--- src/rtl/stretch_pwm_pkg.sv ---
package stretch_pwm_pkg;

  localparam int RUN_POS = 0;
  localparam int EN_POS  = 1;
  localparam int CTRL_ADDR = 0;

  function automatic int duty_addr(input int ch);
    return 1 + 2 * ch;
  endfunction

  function automatic int ext_addr(input int ch);
    return 2 + 2 * ch;
  endfunction

endpackage

--- src/rtl/spwm_regs.sv ---
module spwm_regs
  import stretch_pwm_pkg::*;
#(
  parameter int NCH = 2,
  parameter int DW  = 8,
  parameter int XW  = 6,
  parameter int PW  = 3,
  parameter int AW  = 3
) (
  input  logic                     clk,
  input  logic                     rst,
  input  logic                     we,
  input  logic [AW-1:0]            addr,
  input  logic [DW-1:0]            wdata,
  output logic [DW-1:0]            rdata,
  output logic                     run,
  output logic [NCH-1:0]           out_en,
  output logic [PW-1:0]            presc,
  output logic [NCH-1:0][DW-1:0]   duty,
  output logic [NCH-1:0][XW-1:0]   ext
);

  localparam int PAD = DW - XW;

  logic [DW-1:0] rd_next;

  // control register
  always_ff @(posedge clk) begin
    if (rst) begin
      run    <= 1'b0;
      out_en <= '0;
      presc  <= '0;
    end else if (we && addr == AW'(CTRL_ADDR)) begin
      run    <= wdata[RUN_POS];
      out_en <= wdata[EN_POS +: NCH];
      presc  <= wdata[DW-1 -: PW];
    end
  end

  // per-channel data and extension registers
  for (genvar i = 0; i < NCH; i++) begin : g_chreg
    always_ff @(posedge clk) begin
      if (rst) begin
        duty[i] <= '0;
        ext[i]  <= '0;
      end else if (we) begin
        if (addr == AW'(duty_addr(i))) duty[i] <= wdata;
        if (addr == AW'(ext_addr(i)))  ext[i]  <= wdata[DW-1 -: XW];
      end
    end
  end

  // readback mux
  always_comb begin
    rd_next = '0;
    if (addr == AW'(CTRL_ADDR)) begin
      rd_next[RUN_POS]         = run;
      rd_next[EN_POS +: NCH]   = out_en;
      rd_next[DW-1 -: PW]      = presc;
    end
    for (int i = 0; i < NCH; i++) begin
      if (addr == AW'(duty_addr(i))) rd_next = duty[i];
      if (addr == AW'(ext_addr(i)))  rd_next = {ext[i], {PAD{1'b0}}};
    end
  end

  always_ff @(posedge clk) begin
    if (rst) rdata <= '0;
    else     rdata <= rd_next;
  end

endmodule

--- src/rtl/spwm_timebase.sv ---
module spwm_timebase #(
  parameter int DW = 8,
  parameter int XW = 6,
  parameter int PW = 3
) (
  input  logic              clk,
  input  logic              rst,
  input  logic              run,
  input  logic [PW-1:0]     presc,
  output logic [DW+XW-1:0]  cnt,
  output logic              frame_load
);

  localparam int CW = DW + XW;

  logic [PW-1:0] pre_cnt;
  logic          tick;

  // >= so that lowering the code mid-count cannot skip a wrap
  assign tick = run && (pre_cnt >= presc);

  always_ff @(posedge clk) begin
    if (rst) begin
      pre_cnt <= '0;
      cnt     <= '0;
    end else if (run) begin
      if (tick) begin
        pre_cnt <= '0;
        cnt     <= cnt + CW'(1);
      end else begin
        pre_cnt <= pre_cnt + PW'(1);
      end
    end
  end

  // shadows follow live values while stopped, else only at frame wrap
  assign frame_load = !run || (tick && (&cnt[DW-1:0]));

endmodule

--- src/rtl/spwm_chan.sv ---
module spwm_chan #(
  parameter int DW = 8,
  parameter int XW = 6
) (
  input  logic              clk,
  input  logic              rst,
  input  logic              load,
  input  logic [DW+XW-1:0]  cnt,
  input  logic [DW-1:0]     duty,
  input  logic [XW-1:0]     ext,
  input  logic              en,
  output logic [DW-1:0]     duty_sh,
  output logic              pwm
);

  logic [XW-1:0] ext_sh;
  logic [XW-1:0] frame_rev;
  logic [DW-1:0] lo;
  logic          stretch;
  logic          high;

  assign lo = cnt[DW-1:0];

  for (genvar b = 0; b < XW; b++) begin : g_rev
    assign frame_rev[b] = cnt[DW+XW-1-b];
  end

  assign stretch = ext_sh > frame_rev;
  assign high    = (lo < duty_sh) || (stretch && (lo == duty_sh));

  always_ff @(posedge clk) begin
    if (rst) begin
      duty_sh <= '0;
      ext_sh  <= '0;
      pwm     <= 1'b0;
    end else begin
      if (load) begin
        duty_sh <= duty;
        ext_sh  <= ext;
      end
      pwm <= en & high;
    end
  end

endmodule

--- src/rtl/stretch_pwm.sv ---
module stretch_pwm #(
  parameter int NCH = 2,
  parameter int DW  = 8,
  parameter int XW  = 6,
  parameter int PW  = 3,
  localparam int AW = $clog2(2 * NCH + 1)
) (
  input  logic            clk,
  input  logic            rst,
  input  logic            reg_we,
  input  logic [AW-1:0]   reg_addr,
  input  logic [DW-1:0]   reg_wdata,
  output logic [DW-1:0]   reg_rdata,
  output logic [NCH-1:0]  pwm_out
);

  localparam int CW = DW + XW;

  logic                    run;
  logic [NCH-1:0]          out_en;
  logic [PW-1:0]           presc;
  logic [NCH-1:0][DW-1:0]  duty;
  logic [NCH-1:0][XW-1:0]  ext;
  logic [NCH-1:0][DW-1:0]  duty_sh;
  logic [CW-1:0]           cnt;
  logic                    frame_load;

  spwm_regs #(.NCH(NCH), .DW(DW), .XW(XW), .PW(PW), .AW(AW)) u_regs (
    .clk    (clk),
    .rst    (rst),
    .we     (reg_we),
    .addr   (reg_addr),
    .wdata  (reg_wdata),
    .rdata  (reg_rdata),
    .run    (run),
    .out_en (out_en),
    .presc  (presc),
    .duty   (duty),
    .ext    (ext)
  );

  spwm_timebase #(.DW(DW), .XW(XW), .PW(PW)) u_tb (
    .clk        (clk),
    .rst        (rst),
    .run        (run),
    .presc      (presc),
    .cnt        (cnt),
    .frame_load (frame_load)
  );

  for (genvar i = 0; i < NCH; i++) begin : g_ch
    spwm_chan #(.DW(DW), .XW(XW)) u_chan (
      .clk     (clk),
      .rst     (rst),
      .load    (frame_load),
      .cnt     (cnt),
      .duty    (duty[i]),
      .ext     (ext[i]),
      .en      (out_en[i]),
      .duty_sh (duty_sh[i]),
      .pwm     (pwm_out[i])
    );
  end

endmodule

--- config.mk ---
export PLATFORM = sky130hd
export DESIGN_NAME = stretch_pwm
export DESIGN_NICKNAME = d
export VERILOG_FILES = /design/src/rtl/stretch_pwm_pkg.sv /design/src/rtl/spwm_regs.sv /design/src/rtl/spwm_timebase.sv /design/src/rtl/spwm_chan.sv /design/src/rtl/stretch_pwm.sv
export SDC_FILE = /design/constraint.sdc
export NUM_CORES = 1
export LEC_CHECK = 0
export BUFFER_PORTS_ARGS = -buffer_cell sky130_fd_sc_hd__buf_2
export CAP_MARGIN = 40
export CORE_MARGIN = 1
export CORE_UTILIZATION = 35
export DETAILED_ROUTE_END_ITERATION = 10
export GPL_TIMING_DRIVEN = 0
export PLACE_DENSITY = 0.56
export SETUP_SLACK_MARGIN = 0.15
export SYNTH_ARGS = -nofsm -noshare
export SYNTH_HDL_FRONTEND = slang
export SYNTH_HIERARCHICAL = 1
export SYNTH_SLANG_ARGS = --single-unit
--- constraint.sdc ---
create_clock -name clk -period 2.5 [get_ports clk]
set_input_delay 0.5 -clock clk [delete_from_list [all_inputs] [get_ports clk]]
set_output_delay 0.5 -clock clk [all_outputs]
set_load 0.005 [all_outputs]
# Word level (Yosys, flattened, before mapping)
# Index checks and enable logic that the tools add are counted.
# word_totals
regBits	89
input_bits	14
output_inout_bits	10
elab_cells	56
# classes
n_addsub	2
magnitude_cmp	5
eq_ne	6
mux	7
bitwise	2
n_reduce_logical	17
# op_table
op	n
8-bit 2-to-1 mux	4
8-bit == test	2
8-bit < comparator	2
14-bit by 1-bit adder with 14-bit output, second input constant	1
6-bit > comparator	2
2-bit AND reduction	5
3-bit 2-to-1 mux	3
8-bit AND reduction	1
3-bit by 2-bit == test with 1-bit output, second input constant	2
1-bit logical AND	5
3-bit by 1-bit adder with 3-bit output, second input constant	1
3-bit by 1-bit == test with 1-bit output, second input constant	1
3-bit == test, second input constant	1
3-bit >= comparator	1
3-bit logical NOT	1
1-bit logical OR	3
1-bit bitwise AND	2
2-bit OR reduction	1
1-bit logical NOT	1

# Depth between registers and ports, before layout
# logic_depth
depth_word	6
depth_mapped	11
depth_no_buf	8

# Cells and area by module
# Netlist, hierarchy kept.
# by_module_without_submodules
mod	n_inst	cells_per_inst	area_each_um2	seq_area_each_um2
spwm_regs	1	177	1747.9	840.8
spwm_timebase	1	107	909.6	340.3
spwm_chan (g_ch[1].u_chan)	1	97	880.8	300.3
spwm_chan (g_ch[0].u_chan)	1	97	879.6	300.3

# Worst setup path before layout
# No wires, ideal clock.
# synth_timing
path_type	flip-flop to flip-flop
start	register u_tb.pre_cnt[0]
end	register g_ch[0].u_chan.duty_sh[0]
setup_ns	0.128
arrival_ns	1.939
t_required_ns	2.372
slack_ns	0.434
path_stages_with_launch	12
n_path_buf	3
period_less_slack_ns	2.066
path_cell_list	dfxtp_1 -> inv_1 -> ha_1 -> nand2b_1 -> a31oi_1 -> buf_2 -> nor4b_2 -> nand2b_1 -> buf_4 -> buf_6 -> mux2i_1 -> nor2_1
# synth_via
elab_chain_cells	4
# synth_lines
item	line_no	source
start: declaration	spwm_timebase.sv:16	logic [PW-1:0] pre_cnt;
start signal: assignment	spwm_timebase.sv:31	pre_cnt <= pre_cnt + PW'(1);
3-bit >= comparator	spwm_timebase.sv:20	assign tick = run && (pre_cnt >= presc);
1-bit logical AND	spwm_timebase.sv:20	
1-bit logical AND	spwm_timebase.sv:37	assign frame_load = !run || (tick && (&cnt[DW-1:0]));
1-bit logical OR	spwm_timebase.sv:37	
named net frame_load	stretch_pwm.sv:26	logic frame_load;
end signal: assignment	spwm_chan.sv:38	duty_sh <= duty;
end: declaration	spwm_chan.sv:12	output logic [DW-1:0] duty_sh,
# The timed path passes the listed nets, and every way through them passes these cells.
# A chain may end at the register's enable or synchronous reset.

# Worst setup path in the final report
# layout_timing
start	register u_regs.presc[2]
end	register g_ch[1].u_chan.duty_sh[3]
# layout_via
elab_chain_cells	4
# layout_lines
item	line_no	source
start: declaration	spwm_regs.sv:18	output logic [PW-1:0] presc,
start signal: assignment	spwm_regs.sv:36	presc <= wdata[DW-1 -: PW];
3-bit >= comparator	spwm_timebase.sv:20	
1-bit logical AND	spwm_timebase.sv:20	
1-bit logical AND	spwm_timebase.sv:37	
1-bit logical OR	spwm_timebase.sv:37	
named net frame_load	stretch_pwm.sv:26	
end signal: assignment	spwm_chan.sv:38	
end: declaration	spwm_chan.sv:12	
# The timed path passes the listed nets, and every way through them passes these cells.

==> metrics.md <==
| Metric | Value |
|---|---|
| Status | completed |
| Slew Limit Fails | 0 |
| Drt via density | 5.16 |
| Compound-Gate Fraction of Synth Area | 0.0986 |
| Mean area per synthesized cell | 9.24 µm² |
| Synthesized flop and latch total | 89 |
| Seq pwr share | 0.479 |
| Final setup fails | 0 |
| Post-cts hold buffer count | 0 |
| Tcrit/Tclk final | 0.908 |
| Slew HR | 0.582 |
| Synth Area in XOR/XNOR | 0 |
| CP Data Arrival Time | 2.49 ns |
| Sequential standard cell area | 0.00179 mm² |
| Clk_lat worst skew | 0.34 ns |
| Share of layout cells above drive strength 1 | 0.145 |
| Largest family of logic cells by synthesized area | simple AND/OR/NAND/NOR gates |
| Switch Pwr | between 700 and 800 µW |
| Clk slew on worst S/H paths | 0.07 ns |
| Layout Skew | ~0.0059 ns |
| Syn Std Cell Area | 0.00442 mm² |
| Max cap viols | 0 |
| Post-synthesis mux area share | 0.147 |
| Ys Warns | 6 |
| Initial antenna violation count | 0 |
| WL/cell | 16.6 µm |
| Post-synthesis adder-cell area fraction | 0.0935 |
| Pint | 2.31 mW |
| Root buffer cell | clkbuf_16 |
| Synth Instances | 478 |
| Antenna viol nets, final | 0 |
| Row Count | 40 |
| I/O pin count | 24 |
| HP Class | in2reg |
| Tightest Pin Transition | 0.627 ns |
| Setup bufs post-CTS | 0 |
| Die Y | approximately 110 µm |
| Setup CP Type | reg2reg |
| Finished Core Util | 0.420 |
| Total Power | 3.04 mW |
| Filler cells | 1221 |
| Netlist cell types | 50 |
| Total congestion overflow | 0 |
| Die W | 114 µm |
| Initial Util | 0.363 |
| Synthesized netlist net count | approximately 530 |
| EDFF count, synth | 0 |
| CTS buffer count | 9 |
| Post-layout min period | about 2.3 ns |
| CP Launch Type | flop |
| Die ar. | around 0.013 mm² |
| RSZ-0062 raised after global routing | yes |
| Post-DP HPWL | ~8600 µm |
| WL final | between 10000 and 15000 µm |
| Post-synthesis sequential area ratio | 0.403 |
| Sw Ratio | 0.242 |
| Top FF cell, synth | dfxtp_1 |
| Sink Count | 89 |
| Combinational power share | 0.061 |
| Area growth, synth to finish | 15.6% |
| Max Freq | 0.440 GHz |
| Detailed Routing Iterations Pass 1 | 7 |
| Hold Vio Cnt, Final | 0 |
| LEAKAGE | 2.09 nW |
| H-tree depth | 3 |
| Global-route wire length before repair | 17700 µm |
| Asr flop ratio synth | 0 |
| Port bufs | 23 |
| Via count | 3535 |
| # diodes | 0 |
| Gr usage total | 0.182 |
| PD cells | 595 mW/mm² |
| Maximum vdd drop | 373 µV |
| CTS tree | built |
| CP Data Required Time | about 2.7 ns |
| Area of the multi-input gates | 0.00237 mm² |
| Clock power frac | 0.460 |
| DR iter-0 viols | 309 |
| Worst Setup End Kind | flop |
| Largest net degree at the start of global routing | 18 |
| Final weighted congestion in routability-driven placement | 0.797 |
| DRC | 0 |
| Hold Slack | around 0.45 ns |
| Critical Path Fanout Max | 10 |
| Setup Total Neg Slack | 0 ns |
| Final Net Count | 559 |
| Vias in the first global route | 3203 |
| CTS max path bufs | 2 |
| Simple-gate portion of the synthesized area | 0.193 |
| Core box area | 0.0122 mm² |
==> routing by layer <==
metal / share of wire / global-route usage / vias up
met1: 0.47 / 0.252 / 1673
met5: 0 / 0 / -
met4: 0.017 / 0.0632 / 0
li1: - / - / 1738
met2: 0.46 / 0.283 / 109
met3: 0.048 / 0.0334 / 15
==> cell usage in the layout, fill, tap and decap left out, types with 3 or more instances in the layout <==
| cell | instances |
|---|---|
| clkbuf_16 | 9 |
| inv_1 | 35 |
| and2_1 | 3 |
| o21ai_0 | 13 |
| o31ai_1 | 11 |
| nor2_1 | 64 |
| nand2b_1 | 4 |
| or4_1 | 9 |
| buf_2 | 30 |
| buf_4 | 3 |
| buf_6 | 3 |
| buf_1 | 3 |
| ha_1 | 33 |
| nand2_1 | 28 |
| nand3_1 | 11 |
| nand4_1 | 8 |
| dfxtp_1 | 85 |
| clkbuf_1 | 8 |
| dfxtp_2 | 4 |
| nand3b_1 | 3 |
| a21oi_1 | 32 |
| mux2i_1 | 56 |
| nor2b_1 | 5 |
==> final timing paths <==
check,startpoint,endpoint,slack (ns),cells after the start
max,u_regs/presc[2],g_ch[1].u_chan/duty_sh[3],0.23,11
min,reg_wdata[1],u_regs/duty[9],0.45,3
max reg2reg,u_regs/presc[2],g_ch[1].u_chan/duty_sh[3],0.23,11
min reg2reg,u_tb/pre_cnt[1],u_tb/pre_cnt[1],0.49,2
==> worst max-delay path: stages (launching register included) <==
cell and delay (ns):
dfxtp_2 0.34, inv_1 0.08, ha_1 0.31, a21o_1 0.13, a31oi_2 0.06, buf_6 0.17
nor4b_4 0.30, nand2b_4 0.19, buf_4 0.16, buf_12 0.15, mux2i_1 0.20, nor2_1 0.06
==> final cells by class <==
class | instances | area share
Buffer | 27 | 0.0348
Clock buffer | 9 | 0.0441
Clock inverter | 7 | 0.0169
Inverter | 35 | 0.0257
Multi-Input combinational cell | 327 | 0.465
Sequential cell | 89 | 0.350
Tap cell | 168 | 0.0412
Timing Repair Buffer | 23 | 0.0225
==> timing repair <==
| item | in CTS | in global routing |
|---|---|---|
| endpoints found under the setup margin | 20 | 20 |
| resized for setup | 4 | 9 |
| pin swaps | 0 | 1 |
==> synth_stat cells (3+ instances only) <==
master | number | share of area
and2_1 | 3 | 0.0042
nor2b_1 | 5 | 0.0071
o21ai_0 | 13 | 0.015
nor2_1 | 64 | 0.054
buf_6 | 4 | 0.010
a21oi_1 | 32 | 0.036
buf_2 | 8 | 0.0091
mux2i_1 | 56 | 0.13
nand2_1 | 28 | 0.024
nand2b_1 | 5 | 0.0071
o31ai_1 | 11 | 0.019
ha_1 | 33 | 0.093
clkbuf_1 | 8 | 0.0068
or4_1 | 9 | 0.015
buf_1 | 3 | 0.0025
nand3_1 | 11 | 0.012
buf_4 | 3 | 0.0051
inv_1 | 35 | 0.030
nand4_1 | 8 | 0.011
dfxtp_1 | 89 | 0.40
nand3b_1 | 3 | 0.0051
==> cell families after synthesis <==
group,after synthesis
simple gates,159
flops,89
compound gates,73
buf+inv,62
mux,62
fa+ha+maj,33
==> stage by stage <==
stage	instance area [µm²]	cells	setup WS [ns]
6_report	5110	685	0.229
5_1_grt	5110	685	0.134
4_1_cts	5080	685	0.152
3_5_place_dp	4740	669	0.0724
3_3_place_gp	4740	669	0.123
2_1_floorplan	4420	478	0.434
==> registers in the layout, summed over array words and instances (netlist names) <==
signal and flops:
u_regs/run 1, u_regs/presc 3, u_regs/rdata 8, g_ch.u_chan/ext_sh 12, u_regs/duty 16, u_regs/out_en 2, u_regs/ext 12, u_tb/pre_cnt 3
g_ch.u_chan/duty_sh 16, u_tb/cnt 14, g_ch.u_chan/pwm 2
==> power by group through the flow <==
| stage | clock, mW | combinational [mW] | sequential [mW] |
|---|---|---|---|
| after floorplan | 0 | 0.117 | 1.48 |
| after global placement | 0 | 0.175 | 1.49 |
| after detailed placement | 0 | 0.178 | 1.49 |
| after CTS | 1.43 | 0.180 | 1.46 |
| after global routing | 1.50 | 0.201 | 1.46 |
| final | 1.40 | 0.184 | 1.46 |
(Power assumes the default switching activity.)
